File: src/rtl/irqseq_pkg.sv
// Package: shared widths and constants for the interrupt/reset sequencer.
// Assumes byte addressing on a 24-bit bus and word-aligned instructions.
package irqseq_pkg;
    localparam int unsigned BUS_AW      = 24;
    localparam int unsigned WORD_SHIFT  = 2;
    localparam int unsigned PC_BITS     = BUS_AW - WORD_SHIFT;
    localparam logic [BUS_AW-1:0] SVC_VECTOR = 24'h000008;
endpackage

File: src/rtl/irqseq_run_sync.sv
// Module: multi-flop synchronizer for the host run bit.
// Assumes STAGES >= 2; the chain clears on synchronous reset, so the
// run enable stays low while reset is asserted.
module irqseq_run_sync #(
    parameter int unsigned STAGES = 2
) (
    input  logic clk,
    input  logic rst_n,
    input  logic async_i,
    output logic sync_o
);
    localparam int unsigned LAST = STAGES - 1;

    logic [LAST:0] chain_q;

    // Shift the asynchronous bit through the flop chain.
    always_ff @(posedge clk) begin
        if (!rst_n) chain_q <= '0;
        else        chain_q <= {chain_q[LAST-1:0], async_i};
    end

    assign sync_o = chain_q[LAST];
endmodule

File: src/rtl/irqseq_sample_gate.sv
// Module: decides whether this cycle is a legal interrupt sampling point.
// Assumes bus_done_i is only meaningful while bus_busy_i is high.
module irqseq_sample_gate (
    input  logic bus_busy_i,
    input  logic bus_done_i,
    input  logic insn_boundary_i,
    output logic sample_ok_o
);
    // Idle bus: any boundary cycle; busy bus: only the completion cycle.
    always_comb begin
        if (bus_busy_i) sample_ok_o = insn_boundary_i & bus_done_i;
        else            sample_ok_o = insn_boundary_i;
    end
endmodule

File: src/rtl/irqseq_take_ctrl.sv
// Module: interrupt-enable flag and the accept pulse.
// Assumes the request line is level sensitive and held until serviced.
// Acceptance clears the enable in the same cycle the pulse is issued.
module irqseq_take_ctrl #(
    parameter bit IE_RESET = 1'b1
) (
    input  logic clk,
    input  logic rst_n,
    input  logic irq_i,
    input  logic sample_ok_i,
    input  logic run_en_i,
    input  logic rti_i,
    output logic take_o,
    output logic ie_o
);
    logic fire;
    logic take_q;
    logic ie_q;

    // Accept when requested, enabled, running and at a legal point.
    always_comb fire = irq_i & ie_q & run_en_i & sample_ok_i;

    // Register the pulse and update the enable flag (accept wins over return).
    always_ff @(posedge clk) begin
        if (!rst_n) begin
            take_q <= 1'b0;
            ie_q   <= IE_RESET;
        end else begin
            take_q <= fire;
            if (fire)       ie_q <= 1'b0;
            else if (rti_i) ie_q <= 1'b1;
        end
    end

    assign take_o = take_q;
    assign ie_o   = ie_q;

    AST_TAKE_NEEDS_IE: assert property (@(posedge clk) disable iff (!rst_n)
        take_q |-> $past(ie_q));
    AST_IE_CLEARED_ON_TAKE: assert property (@(posedge clk) disable iff (!rst_n)
        take_q |-> !ie_q);
    AST_SINGLE_PULSE: assert property (@(posedge clk) disable iff (!rst_n)
        take_q |=> !take_q);
    AST_RTI_ARMS_IE: assert property (@(posedge clk) disable iff (!rst_n)
        (rti_i && !fire) |=> ie_q);
    AST_TAKE_NEEDS_RUN: assert property (@(posedge clk) disable iff (!rst_n)
        take_q |-> $past(run_en_i));
endmodule

File: src/rtl/irqseq_top.sv
// Module: CPU interrupt and reset sequencer top.
// Samples the interrupt line at safe points, issues a forced
// branch-and-link with squash, and supplies the reset PC and run enable.
// Assumes synchronous active-low reset and a single CPU clock.
module irqseq_top
    import irqseq_pkg::*;
#(
    parameter int unsigned SYNC_STAGES = 2,
    parameter bit          IE_RESET    = 1'b1
) (
    input  logic               clk,
    input  logic               rst_n,
    input  logic               irq_i,
    input  logic               bus_busy_i,
    input  logic               bus_done_i,
    input  logic               insn_boundary_i,
    input  logic               rti_i,
    input  logic               host_run_i,
    output logic               take_irq_o,
    output logic [BUS_AW-1:0]  vector_o,
    output logic               squash_o,
    output logic               ie_o,
    output logic               run_en_o,
    output logic [PC_BITS-1:0] pc_reset_o
);
    logic sample_ok;
    logic run_en;
    logic take;

    irqseq_run_sync #(.STAGES(SYNC_STAGES)) u_sync (
        .clk     (clk),
        .rst_n   (rst_n),
        .async_i (host_run_i),
        .sync_o  (run_en)
    );

    irqseq_sample_gate u_gate (
        .bus_busy_i      (bus_busy_i),
        .bus_done_i      (bus_done_i),
        .insn_boundary_i (insn_boundary_i),
        .sample_ok_o     (sample_ok)
    );

    irqseq_take_ctrl #(.IE_RESET(IE_RESET)) u_take (
        .clk         (clk),
        .rst_n       (rst_n),
        .irq_i       (irq_i),
        .sample_ok_i (sample_ok),
        .run_en_i    (run_en),
        .rti_i       (rti_i),
        .take_o      (take),
        .ie_o        (ie_o)
    );

    // Drive the outputs: pulse pair, fixed vector and zero reset PC.
    assign take_irq_o = take;
    assign squash_o   = take;
    assign vector_o   = SVC_VECTOR;
    assign run_en_o   = run_en;
    assign pc_reset_o = '0;

    AST_NO_MID_TXN_TAKE: assert property (@(posedge clk) disable iff (!rst_n)
        take_irq_o |-> $past(!bus_busy_i || bus_done_i));
    AST_TAKE_AT_BOUNDARY: assert property (@(posedge clk) disable iff (!rst_n)
        take_irq_o |-> $past(insn_boundary_i));
    AST_SQUASH_WITH_TAKE: assert property (@(posedge clk) disable iff (!rst_n)
        squash_o |-> (take_irq_o && vector_o == 24'h000008));
endmodule

File: config.mk
export PLATFORM = sky130hd
export DESIGN_NAME = irqseq_top
export DESIGN_NICKNAME = d
export VERILOG_FILES = /design/src/rtl/irqseq_pkg.sv /design/src/rtl/irqseq_run_sync.sv /design/src/rtl/irqseq_sample_gate.sv /design/src/rtl/irqseq_take_ctrl.sv /design/src/rtl/irqseq_top.sv
export SDC_FILE = /design/constraint.sdc
export NUM_CORES = 1
export LEC_CHECK = 0
export ABC_AREA = 1
export BUFFER_PORTS_ARGS = -buffer_cell sky130_fd_sc_hd__buf_2
export CORE_MARGIN = 2
export CORE_UTILIZATION = 32
export DETAILED_ROUTE_END_ITERATION = 12
export PLACE_DENSITY = 0.81
export SYNTH_ARGS = -nofsm -noshare
export SYNTH_HDL_FRONTEND = slang
export SYNTH_SLANG_ARGS = --single-unit
File: constraint.sdc
create_clock -name clk -period 1.23 [get_ports clk]
set_input_delay 0.246 -clock clk [delete_from_list [all_inputs] [get_ports clk]]
set_output_delay 0.246 -clock clk [all_outputs]
set_load 0.01 [all_outputs]
==> metrics.md <==
| Metric | Value |
|---|---|
| DPL Wire Length | `457 um` |
| Crit path capture | `ie_o` |
| Final cell count without fillers | `93` |
| Setup TNS Final | `0 ns` |
| Setup violations, final | `0` |
| Layout cell share with drive strength beyond 1 | `19.5%` |
| R2R setup slack | `0.52 ns` |
| Worst EP arrival | `0.70 ns` |
| Most frequent cells in the layout | `conb_1, buf_2, nand2_1` |
| CP Class | `flip-flop to output port` |
| CP startpoint | `u_take.ie_o` |
| Number of cells on the critical path | `1` |
| Crit path buf inv count | `1` |
| Core area | `1490 sq um` |
| Number of cells on the worst reg-to-reg path | `5` |
| CP max stage cell | `dfxtp_1` |
| Total gr overflow | `0` |
| Crit-path max cell delay | `0.33 ns` |
| Number of cells upsized or downsized after cts | `0` |
| Leakage | `0.285 nW` |
| Vias per cell | `2.84` |
| Final wirelength | `477 um` |
| Pins Over Slew Limit | `0` |
| CP Max Fanout | `3` |
| Clk root buf | `clkbuf_4` |
| R2r endpoint | `u_take.ie_o` |
| CP Launch Type | `flip-flop` |
| Die Height | `43.4 um` |
| Seq cells post-synth | `4` |
| # nets final | `87` |
| H-Tree Depth | `1` |
| FP Rows | `14` |
| DR iter-0 viols | `0` |
| Port buffer count | `11` |
| DIE WIDTH | `43.4 um` |
| Global placer's final weighted congestion | `0.602` |
| Synth cell types | `9` |
| Most common library cell in the layout ignoring fill and taps | `conb_1` |
| PwrDens | `928 nW/um^2` |
| Area growth syn-to-layout | `-18.1%` |
| Sequential area share after synthesis | `16.1%` |
| RSZ-0062 raised after global routing | `false` |
| Routed wire length per instance | `5.13 um` |
| Clock Path Buffers | `2` |
| Largest delay share family, worst path | `flip-flops` |
| Vias | `264` |
| Largest net degree at the start of global routing | `5` |
| Hold Fails Final Rpt | `0` |
| Overall power | `0.000377 W` |
| Clock sink count | `4` |
| CP required | `0.98 ns` |
| Reg clk slew, reported paths | `0.04 ns` |
| Worst Hold Class | `primary input to flip-flop` |
| Die ar. | `1880 sq um` |
| Per-instance average area after synthesis | `7.53 sq um` |
| Io pins | `58` |
| Drt pass-1 iters | `1` |
| Synth warnings | `0` |
| Max Fclk | `1060 MHz` |
| First-pass GRT wire length | `600 um` |
| Outcome | `finished, final reports clean` |
| Tcrit/Tclk final | `76.9%` |
| Starting Density | `33.4%` |
| Setup Skew | `0.000927 ns` |
| Worst-path cell chain | `buf_2` |
| Endpoint class of the critical path | `output port` |
| Fin crit period | `0.946 ns` |
| N_diodes | `0` |
| Synthesized cell area | `497 sq um` |
| Global-route usage over all layers | `4.89%` |
| CTS tree | `yes` |
| Total CTS buffers | `3` |
| Placed insts | `90` |
| Post-CTS Setup Inserts | `0` |
| Antenna violations before repair | `0` |
| Synth Instances | `66` |
| # hold bufs at CTS | `0` |
| Vias in the first global route | `161` |
| FF-to-FF Start | `u_sync.chain_q[1]` |
| DRC | `0` |
| # Max-Cap Violations | `0` |
| Routed Antenna Nets | `0` |
| Fill count | `161` |
| VDD IR-drop max | `0.000460 V` |
| Worst-Skew Late Latency | `0.23 ns` |
[flip-flops by register name, indices dropped and copies added (netlist names)]
signal and count:
u_take.take_o 1, u_take.ie_o 1, u_sync.chain_q 2
[how the worst min path moves through the flow]
stage / startpoint / end / slack, ns / cells past startpoint
after floorplan: rst_n / u_sync.chain_q[0] / 0.34 / 2
after global placement: u_sync.chain_q[0] / u_sync.chain_q[1] / 0.39 / 2
after detailed placement: u_sync.chain_q[0] / u_sync.chain_q[1] / 0.42 / 2
after CTS: host_run_i / u_sync.chain_q[0] / 0.19 / 3
after global routing: host_run_i / u_sync.chain_q[0] / 0.24 / 3
final: host_run_i / u_sync.chain_q[0] / 0.20 / 3
[cell families (layout without fill, tap and decap cells)]
family	after synthesis	after routing	share of synthesized area (%)
buffers and inverters	51	18	74.1
flip-flops	4	4	16.1
other	2	46	1.51
AND/OR/NAND/NOR	9	9	8.31
[power breakdown]
part / internal, W / leakage, nW / switching [W]
clock: 0.000109 / 0.0138 / 0.0000478
sequential: 0.000134 / 0.0327 / 0.00000148
combinational: 0.0000124 / 0.239 / 0.0000728
total: 0.000255 / 0.285 / 0.000122
[per-stage QoR]
stage	util [%]	setup slack (ns)	hold WS [ns]	instance area, sq um
global placement	25.8	0.512	0.393	384
detailed placement	25.8	0.490	0.415	384
CTS	27.3	0.268	0.195	407
global route	27.3	0.252	0.238	407
finish	27.3	0.284	0.202	407
floorplan	-	0.497	0.339	662
[cells in the mapped netlist]
master	count	area (sq um)
buf_4	47	353
nand2_1	5	18.8
dfxtp_1	4	80.1
inv_1	4	15.0
conb_1	2	7.51
nand3_1	1	5.00
nor2_1	1	3.75
nor2_2	1	6.26
nor3b_1	1	7.51
[metal layers]
| layer | track usage (%) | share of wire (%) | vias up |
|---|---|---|---|
| li1 | - | - | 123 |
| met1 | 4.10 | 27 | 105 |
| met2 | 7.76 | 51 | 36 |
| met3 | 0 | 22 | 0 |
| met4 | 9.09 | 0 | 0 |
| met5 | 0 | 0 | - |
[final cells by class]
class                           count  area, sq um  share of cell area (%)
Clock buffer                        3         22.5                    5.54
Multi-Input combinational cell     55          214                    52.6
Sequential cell                     4         80.1                    19.7
Inverter                            4         15.0                    3.69
Timing Repair Buffer               11         55.1                    13.5
Tap cell                           16         20.0                    4.92
(Power assumes the default switching activity.)
